$ cat config.mk
export PLATFORM = sky130hd
export DESIGN_NAME = kbd_cmd_tx
export DESIGN_NICKNAME = d
export VERILOG_FILES = /design/src/rtl/kbd_cmd_pkg.sv /design/src/rtl/kbd_cmd_sync.sv /design/src/rtl/kbd_cmd_timer.sv /design/src/rtl/kbd_cmd_parity.sv /design/src/rtl/kbd_cmd_tx.sv
export SDC_FILE = /design/constraint.sdc
export NUM_CORES = 1
export LEC_CHECK = 0
export ABC_CLOCK_PERIOD_IN_PS = 2500
export BUFFER_PORTS_ARGS = -buffer_cell sky130_fd_sc_hd__buf_2
export CAP_MARGIN = 20
export CORE_UTILIZATION = 30
export DETAILED_ROUTE_END_ITERATION = 8
export SLEW_MARGIN = 0
export SYNTH_ARGS = -nofsm -noshare
export SYNTH_HDL_FRONTEND = slang
export SYNTH_SLANG_ARGS = --single-unit
$ cat constraint.sdc
create_clock -name clk -period 2.5 [get_ports clk]
set_input_delay 0.25 -clock clk [delete_from_list [all_inputs] [get_ports clk]]
set_output_delay 0.25 -clock clk [all_outputs]
set_load 0.005 [all_outputs]
$ cat src/rtl/kbd_cmd_pkg.sv
package kbd_cmd_pkg;

    typedef enum logic [2:0] {
        ST_IDLE,
        ST_WAIT,
        ST_INTR,
        ST_BHI,
        ST_BLO,
        ST_VHI,
        ST_ELO
    } tx_state_e;

endpackage

$ cat src/rtl/kbd_cmd_sync.sv
module kbd_cmd_sync #(
    parameter int STAGES = 2
) (
    input  logic clk,
    input  logic rst_n,
    input  logic d,
    output logic q
);
    logic [STAGES-1:0] ff_q;

    generate
        if (STAGES == 1) begin : g_one
            always_ff @(posedge clk or negedge rst_n) begin
                if (!rst_n) ff_q <= '0;
                else        ff_q <= d;
            end
        end else begin : g_many
            always_ff @(posedge clk or negedge rst_n) begin
                if (!rst_n) ff_q <= '0;
                else        ff_q <= {ff_q[STAGES-2:0], d};
            end
        end
    endgenerate

    assign q = ff_q[STAGES-1];
endmodule

$ cat src/rtl/kbd_cmd_timer.sv
module kbd_cmd_timer #(
    parameter int W = 8
) (
    input  logic         clk,
    input  logic         rst_n,
    input  logic         load,
    input  logic [W-1:0] val,
    output logic         expired
);
    logic [W-1:0] cnt_d, cnt_q;

    always_comb begin
        cnt_d = cnt_q;
        if (load)              cnt_d = val;
        else if (cnt_q != '0)  cnt_d = cnt_q - 1'b1;
    end

    always_ff @(posedge clk or negedge rst_n) begin
        if (!rst_n) cnt_q <= '0;
        else        cnt_q <= cnt_d;
    end

    assign expired = (cnt_q == '0);
endmodule

$ cat src/rtl/kbd_cmd_parity.sv
module kbd_cmd_parity #(
    parameter int W = 5
) (
    input  logic [W-1:0] data,
    output logic         odd_bit
);
    logic [W:0] acc;

    assign acc[0] = 1'b1;
    generate
        for (genvar i = 0; i < W; i++) begin : g_xor
            assign acc[i+1] = acc[i] ^ data[i];
        end
    endgenerate

    assign odd_bit = acc[W];
endmodule

$ cat src/rtl/kbd_cmd_tx.sv
module kbd_cmd_tx
    import kbd_cmd_pkg::*;
#(
    parameter int CMD_W        = 5,
    parameter int READY_TO_CYC = 20_000_000,
    parameter int ACK_CYC      = 14_000,
    parameter int PHASE_CYC    = 2_000,
    parameter int SYNC_STAGES  = 2
) (
    input  logic             clk,
    input  logic             rst_n,
    input  logic             start,
    input  logic [CMD_W-1:0] cmd,
    input  logic             kb_line,
    output logic             host_data,
    output logic             host_strobe,
    output logic             busy,
    output logic             done,
    output logic             kb_err,
    output logic             par_err
);
    localparam int FRAME_W = CMD_W + 1;
    localparam int T_MAX   = (READY_TO_CYC > ACK_CYC)
                           ? ((READY_TO_CYC > PHASE_CYC) ? READY_TO_CYC : PHASE_CYC)
                           : ((ACK_CYC > PHASE_CYC) ? ACK_CYC : PHASE_CYC);
    localparam int TW      = $clog2(T_MAX + 1);
    localparam int BW      = $clog2(FRAME_W + 1);

    localparam logic [TW-1:0] T_RDY   = TW'(READY_TO_CYC - 1);
    localparam logic [TW-1:0] T_ACK   = TW'(ACK_CYC - 1);
    localparam logic [TW-1:0] T_PHASE = TW'(PHASE_CYC - 1);
    localparam logic [BW-1:0] LAST_B  = BW'(FRAME_W - 1);

    typedef struct packed {
        tx_state_e          st;
        logic [FRAME_W-1:0] sh;
        logic [BW-1:0]      bcnt;
        logic               done;
        logic               kb_err;
        logic               par_err;
    } tx_regs_t;

    tx_regs_t        r_d, r_q;
    logic            line_s;
    logic            par_bit;
    logic            t_load;
    logic [TW-1:0]   t_val;
    logic            t_exp;

    kbd_cmd_sync #(.STAGES(SYNC_STAGES)) u_sync (
        .clk   (clk),
        .rst_n (rst_n),
        .d     (kb_line),
        .q     (line_s)
    );

    kbd_cmd_parity #(.W(CMD_W)) u_par (
        .data    (cmd),
        .odd_bit (par_bit)
    );

    kbd_cmd_timer #(.W(TW)) u_tmr (
        .clk     (clk),
        .rst_n   (rst_n),
        .load    (t_load),
        .val     (t_val),
        .expired (t_exp)
    );

    always_comb begin
        r_d      = r_q;
        r_d.done = 1'b0;
        t_load   = 1'b0;
        t_val    = '0;
        case (r_q.st)
            ST_IDLE: begin
                if (start) begin
                    r_d.st      = ST_WAIT;
                    r_d.sh      = {cmd, par_bit};
                    r_d.bcnt    = '0;
                    r_d.kb_err  = 1'b0;
                    r_d.par_err = 1'b0;
                    t_load      = 1'b1;
                    t_val       = T_RDY;
                end
            end
            ST_WAIT: begin
                if (line_s) begin
                    r_d.st = ST_INTR;
                    t_load = 1'b1;
                    t_val  = T_ACK;
                end else if (t_exp) begin
                    r_d.st     = ST_IDLE;
                    r_d.kb_err = 1'b1;
                    r_d.done   = 1'b1;
                end
            end
            ST_INTR: begin
                if (t_exp) begin
                    if (line_s) begin
                        r_d.st     = ST_IDLE;
                        r_d.kb_err = 1'b1;
                        r_d.done   = 1'b1;
                    end else begin
                        r_d.st = ST_BHI;
                        t_load = 1'b1;
                        t_val  = T_PHASE;
                    end
                end
            end
            ST_BHI: begin
                if (t_exp) begin
                    r_d.st = ST_BLO;
                    t_load = 1'b1;
                    t_val  = T_PHASE;
                end
            end
            ST_BLO: begin
                if (t_exp) begin
                    r_d.sh   = {r_q.sh[FRAME_W-2:0], 1'b0};
                    r_d.bcnt = r_q.bcnt + 1'b1;
                    r_d.st   = (r_q.bcnt == LAST_B) ? ST_VHI : ST_BHI;
                    t_load   = 1'b1;
                    t_val    = T_PHASE;
                end
            end
            ST_VHI: begin
                if (t_exp) begin
                    r_d.par_err = ~line_s;
                    r_d.st      = ST_ELO;
                    t_load      = 1'b1;
                    t_val       = T_PHASE;
                end
            end
            ST_ELO: begin
                if (t_exp) begin
                    r_d.st   = ST_IDLE;
                    r_d.done = 1'b1;
                end
            end
            default: r_d.st = ST_IDLE;
        endcase
    end

    always_ff @(posedge clk or negedge rst_n) begin
        if (!rst_n) begin
            r_q.st      <= ST_IDLE;
            r_q.sh      <= '0;
            r_q.bcnt    <= '0;
            r_q.done    <= 1'b0;
            r_q.kb_err  <= 1'b0;
            r_q.par_err <= 1'b0;
        end else begin
            r_q <= r_d;
        end
    end

    always_comb begin
        host_data = 1'b1;
        if (r_q.st == ST_INTR)
            host_data = 1'b0;
        else if (r_q.st == ST_BHI || r_q.st == ST_BLO)
            host_data = r_q.sh[FRAME_W-1];
    end

    assign host_strobe = !(r_q.st == ST_INTR || r_q.st == ST_BLO || r_q.st == ST_ELO);
    assign busy        = (r_q.st != ST_IDLE);
    assign done        = r_q.done;
    assign kb_err      = r_q.kb_err;
    assign par_err     = r_q.par_err;
endmodule

==> impl_metrics.csv, run 1 <==
group,metric,value,unit
power_and_ir_drop,power_frac_seq,47.8,%
synthesis,postSynthCellCount,250,
place,pre_cts_ws,45.3,ps
place,dpl.cell_count,375,
timing,timing.final.crit_period,2430,ps
critical_path,critPathArrivalTime,2630,ps
layout,seqCellArea,1050,sq um
critical_path,cp-startpoint,"u_tmr.cnt_q[9]",
synthesis,synth_most_common_cell,"dfrtp_1",
power_and_ir_drop,clockPowerShare,19.5,%
synthesis,yosysTopAreaCell,"dfrtp_1",
layout,final_cell_area,2820,sq um
detailed_routing,wl_per_cell,14.7,um
timing,clock_skew,7.23,ps
detailed_routing,wl,5670,um
synthesis,synth_common_cells,"dfrtp_1 (42), nor2_1 (21), nand2_1 (20)",
die,start_util,31.5,%
hold_path,hp-class,"input port to flop",
power_and_ir_drop,power_switching,0.000803,W
timing,tightest_slew,672,ps
synthesis,async_reset_ff_share,100,%
layout,n_fill_cell,789,
critical_path,path_class,"flop to flop",
synthesis,synth_nets,262,
die,ioPinCount,15,
clock_tree,cts.path.max_buffers,2,
clock_tree,cts_inserted_buffers,5,
grt,antenna_found_initial,0,
critical_path,cp_slowest_cell,"or4_4",
critical_path,critPathCaptureType,"flop",
detailed_routing,drc,0,
layout,final_util,38.3,%
detailed_routing,drtIter0Drc,117,
clock_tree,cts_root_buf,"clkbuf_8",
detailed_routing,num_vias,2025,
timing,grt_setup_unrepaired,"true",
synthesis,ys.flop_type,"dfrtp_1",
place,dp_hpwl,3900,um
clock_tree,clk-insertion-delay-late,300,ps
place,place_congestion,0.821,
synthesis,avgSynthCellArea,9.29,sq um
critical_path,path_cells,"or4_4 > or3_4 > or4_4 > buf_4 > o22a_1 > o21a_1",
layout,nets,297,
synthesis,ys_ff_latch,42,
critical_path,crit_path_max_incr_delay,560,ps
layout,drive_above_1_share,21.0,%
synthesis,ys_types,48,
grt,overflow,0,
job,drv_cap,0,
die,row_count,31,
die,die_h,90.0,um
layout,finalNonFillerCells,385,
synthesis,yosys_warnings,0,
timing,timing.final.crit_share,97.4,%
synthesis,synth_edf_count,0,
critical_path,crit_family,"simple AND/OR/NAND/NOR gates",
power_and_ir_drop,p_per_area,807,nW/um^2
synthesis,synth.top_cells.by_area,"dfrtp_1 (45%), xnor2_1 (4.1%), o21ai_0 (3.9%)",
grt,grt_pass1_vias,1982,
power_and_ir_drop,leakagePower,1.14,nW
detailed_routing,dr.pass1.iters,4,
layout,n_antenna_cell,0,
power_and_ir_drop,p_int,0.00148,W
critical_path,critPathMaxFanout,9,
clock_tree,cts_tree,"yes",
die,dieArea,8100,sq um
layout,syn_to_final_growth,21.6,%
hold_path,hp-start,"kb_line",
timing,fin_ws,65.7,ps
outcome,status,"finished, final reports clean",
synthesis,netlist.area_leader.share,45.3,%
place,port_buffers,14,
timing,max_freq,0.411,GHz
critical_path,r2r_start,"u_tmr.cnt_q[9]",
place,place_area,2660,sq um
grt,grt_pass1_wl,9840,um
detailed_routing,via_per_inst,5.26,
detailed_routing,antenna_left,0,
synthesis,netlist_area,2320,sq um
power_and_ir_drop,combPwrFrac,32.7,%
timing,finalMaxSlewViolations,0,
critical_path,cp_num_buf_inv,1,
critical_path,start_kind,"flop",
synthesis,ys_seq_area_share,45.3,%
timing,setup_viol,0,
power_and_ir_drop,swShare,35.2,%
die,die_w,90.0,um
grt,grt_max_degree,43,
power_and_ir_drop,irDropWorstVdd,458,uV
grt,grtUsageTotal,14.9,%
timing,report.final.hold_viol_count,0,
die,coreArea,7370,sq um
timing,relSlewSlack,55.1,%
clock_tree,cts.sinks,42,
clock_tree,path_clk_slew,90,ps
clock_tree,htree_levels,2,
critical_path,critPathRequiredTime,2690,ps
critical_path,cpMostUsedCell,"or4_4",
layout,multiInputGateArea,1220,sq um
timing,finalSetupTns,0,ps
-- placed cells by master (no fill, tap or decap), types with 2 or more instances in the layout --
cell type and n:
buf_4 20, or4_1 2, nand2_1 20, o21a_1 5, nor4_1 6, mux2i_1 4, nand4b_1 2, buf_6 3
nor2_1 21, o31ai_1 5, a311oi_1 2, xnor2_1 11, a31oi_1 4, or4_4 2, o22a_1 5, clkbuf_8 5
o41ai_1 4, o311ai_0 2, a22oi_1 2, xor2_1 3, nor2b_1 2, buf_2 14, a31o_2 3, nand4_1 2
nor3_1 14, a21oi_1 10, o21ai_0 18, ha_1 3, dfrtp_1 42, nand2b_1 4, a211oi_1 2, nand3_1 6
or3_1 5, inv_1 7
-- metal layers --
| metal | up-vias | global-route usage, % | routed length (um) | share of wire [%] |
|---|---|---|---|---|
| met5 | - | 0 | 0 | 0 |
| met4 | 0 | 4.30 | 80 | 1.4 |
| met3 | 9 | 2.28 | 219 | 3.9 |
| met2 | 40 | 22.8 | 2570 | 45 |
| met1 | 974 | 21.7 | 2800 | 49 |
| li1 | 1002 | - | - | - |
-- final timing paths --
kind                                   end  slack [ps]  cells after the start
hold / removal              u_sync.ff_q[0]          60                      1
min in group asynchronous  u_tmr.cnt_q[15]         460                      2
setup / recovery                    r_q[8]          70                      6
max in group asynchronous   u_sync.ff_q[1]        1550                      3
setup reg to reg                    r_q[8]          70                      6
hold reg to reg             u_sync.ff_q[1]         350                      0
-- per-stage QoR --
step / hold slack [ps] / total power, W
after detailed placement: 337 / 0.00183
after floorplan: -45.6 / 0.00156
after CTS: 46.6 / 0.00229
after global routing: 48.9 / 0.00246
final: 59.8 / 0.00228
after global placement: 333 / 0.00181
-- logic make-up (layout without fill, tap and decap cells) --
logic type / count (synthesis) / in the layout / synth area share (%)
compound gates: 71 / 71 / 21.0
flops: 42 / 42 / 45.3
buf+inv: 19 / 55 / 3.23
fa+ha+maj: 3 / 3 / 1.62
xor+xnor: 14 / 14 / 5.28
simple gates: 96 / 96 / 21.4
mux: 5 / 5 / 2.21
-- what timing repair did --
action,4_1_cts,5_1_grt
resized for setup,0,8
buffers inserted,0,0
hold endpoints to repair,0,19
hold buffers,0,1
setup endpoints to repair,0,12
-- power by group through the flow --
stage / logic [W] / registers (W) / clock network, W
3_3_place_gp: 0.000720 / 0.00109 / 0
6_report: 0.000745 / 0.00109 / 0.000445
5_1_grt: 0.000856 / 0.00111 / 0.000489
2_1_floorplan: 0.000500 / 0.00106 / 0
3_5_place_dp: 0.000733 / 0.00110 / 0
4_1_cts: 0.000737 / 0.00109 / 0.000467
-- registers in the layout, summed over array words and instances (netlist names) --
signal       count
done             1
u_sync.ff_q      2
r_q             12
u_tmr.cnt_q     25
par_err          1
kb_err           1
-- cell type report --
| type | instances | share of cell area [%] |
|---|---|---|
| repair buffers | 40 | 11.0 |
| inverters | 7 | 0.931 |
| clock buffers | 5 | 2.44 |
| multi-input cells | 189 | 43.2 |
| clock inverters | 3 | 0.754 |
| flip-flops and latches | 42 | 37.2 |
| well taps | 99 | 4.39 |
(Power assumes the default switching activity.)
==> inputs of run 2 (changes only) <==
- ABC_CLOCK_PERIOD_IN_PS: 2500 -> 2800
- clock period: 2.5 -> 2.8 ns (I/O delays scaled with it)
==> run 2 against run 1 <==
Net effect:
- count of clock-buffer cells in the layout unchanged
- sequential cell count unchanged
- first-iteration DRC count up 7.7%
- total power down 9.4%
- setup slack better by 170 ps
- via count down 1.8%
- critical path depth up 2
- clock skew up 2.3 ps
- critical path type unchanged
- critical endpoint unchanged
==> impl_metrics.csv, run 2 (same netlist as run 1, synthesis figures left out) <==
group,metric,value,unit
outcome,status,"finished, final reports clean",
power_and_ir_drop,leakagePower,1.07,nW
timing,tightest_slew,551,ps
timing,grt_setup_unrepaired,"false",
timing,report.final.hold_viol_count,0,
timing,timing.final.crit_share,91.6,%
grt,grt_max_degree,43,
hold_path,hp-class,"input port to flop",
clock_tree,cts_resized,0,
grt,grt_pass1_wl,9200,um
clock_tree,cts_inserted_buffers,5,
clock_tree,post_cts_buffers,0,
layout,largest_reg_flops,25,
layout,final_util,36.9,%
layout,drive_above_1_share,16.0,%
die,start_util,31.5,%
detailed_routing,drc,0,
grt,grtUsageTotal,14.0,%
clock_tree,htree_levels,2,
grt,grt_pass1_vias,1886,
timing,max_freq,0.390,GHz
die,dieArea,8100,sq um
clock_tree,clk-insertion-delay-late,300,ps
clock_tree,cts_root_buf,"clkbuf_8",
grt,antenna_found_initial,0,
critical_path,critPathCaptureType,"flop",
clock_tree,cts_tree,"yes",
layout,final_cell_mix,"dfrtp_1 (42), nor2_1 (21), nand2_1 (20)",
place,dp_hpwl,3720,um
timing,relSlewSlack,63.0,%
layout,n_antenna_cell,0,
clock_tree,path_clk_slew,90,ps
detailed_routing,via_per_inst,5.32,
detailed_routing,dr.pass1.iters,4,
detailed_routing,wl_per_cell,14.5,um
clock_tree,cts.sinks,42,
grt,overflow,0,
job,drv_cap,0,
layout,regMostFlops,"u_tmr.cnt_q",
layout,syn_to_final_growth,17.0,%
die,row_count,31,
critical_path,critPathMaxFanout,9,
layout,final_common_cell,"dfrtp_1",
place,port_buffers,14,
detailed_routing,drtIter0Drc,126,
place,place_congestion,0.743,
timing,finalMaxSlewViolations,0,
timing,timing.final.crit_period,2570,ps
critical_path,start_kind,"flop",
critical_path,r2r_cells,8,
die,die_w,90.0,um
clock_tree,cts_hold_buf,0,
layout,nets,286,
detailed_routing,wl,5420,um
die,ioPinCount,15,
timing,setup_viol,0,
die,die_h,90.0,um
timing,finalSetupTns,0,ps
die,coreArea,7370,sq um
clock_tree,cts.path.max_buffers,2,
critical_path,path_class,"flop to flop",
detailed_routing,antenna_left,0,
critical_path,critPathRequiredTime,2990,ps
power_and_ir_drop,p_per_area,760,nW/um^2
detailed_routing,num_vias,1988,
hold_path,whs_path_depth,1,
power_and_ir_drop,irDropWorstVdd,408,uV
timing,clock_skew,9.52,ps
layout,reg_top3,"u_tmr.cnt_q: 25 flops, r_q: 12 flops, u_sync.ff_q: 2 flops",
critical_path,critPathArrivalTime,2760,ps
[run 2: path summary, 6_finish.rpt]
path / end / start / slack [ps]
worst max register to register: r_q[8] / u_tmr.cnt_q[0] / 230
min in group asynchronous: par_err / rst_n / 480
worst min register to register: u_sync.ff_q[1] / u_sync.ff_q[0] / 360
max in group asynchronous: u_tmr.cnt_q[12] / rst_n / 1830
worst max-delay path: r_q[8] / u_tmr.cnt_q[0] / 230
worst min-delay path: u_sync.ff_q[0] / kb_line / 80
[run 2: critical path, stage by stage, from the launching register on]
cell and delay, ps:
dfrtp_1 400, inv_1 90, ha_1 200, or4b_1 510, nand2b_1 200, or4_1 590, buf_4 200, o22a_1 180
o21a_1 100
[run 2: final cells by class]
| cell class | count | area, sq um |
|---|---|---|
| clock buffer | 5 | 68.8 |
| clock inverter | 3 | 45.0 |
| fill | 771 | 4650 |
| inverter | 7 | 26.3 |
| multi-input combinational | 189 | 1200 |
| sequential | 42 | 1050 |
| tap | 99 | 124 |
| timing repair buffer | 29 | 205 |
[run 2: routing by layer]
metal / vias up / wire [um] / track usage [%]
li1: 984 / - / -
met4: 0 / 29 / 3.90
met5: - / 0 / 0
met1: 976 / 2670 / 19.0
met2: 23 / 2570 / 23.0
met3: 5 / 150 / 2.54
[run 2: power by group]
group	internal (W)	leakage, nW	switching (W)
Clock	0.000265	0.0504	0.000229
Combinational	0.000295	0.510	0.000272
Sequential	0.000798	0.511	0.000206
Total	0.00136	1.07	0.000707
[run 2: per-stage QoR]
stage                     std cells  power [W]  setup WS (ps)  instance area, sq um  hold slack, ps
after floorplan                 250    0.00140            361                  2320           -15.6
after CTS                       372    0.00207            241                  2680            72.1
after global routing            374    0.00222            109                  2720            63.4
after global placement          364    0.00156            320                  2560             334
after detailed placement        364    0.00157            254                  2560             337
final                           374    0.00207            234                  2720            78.2
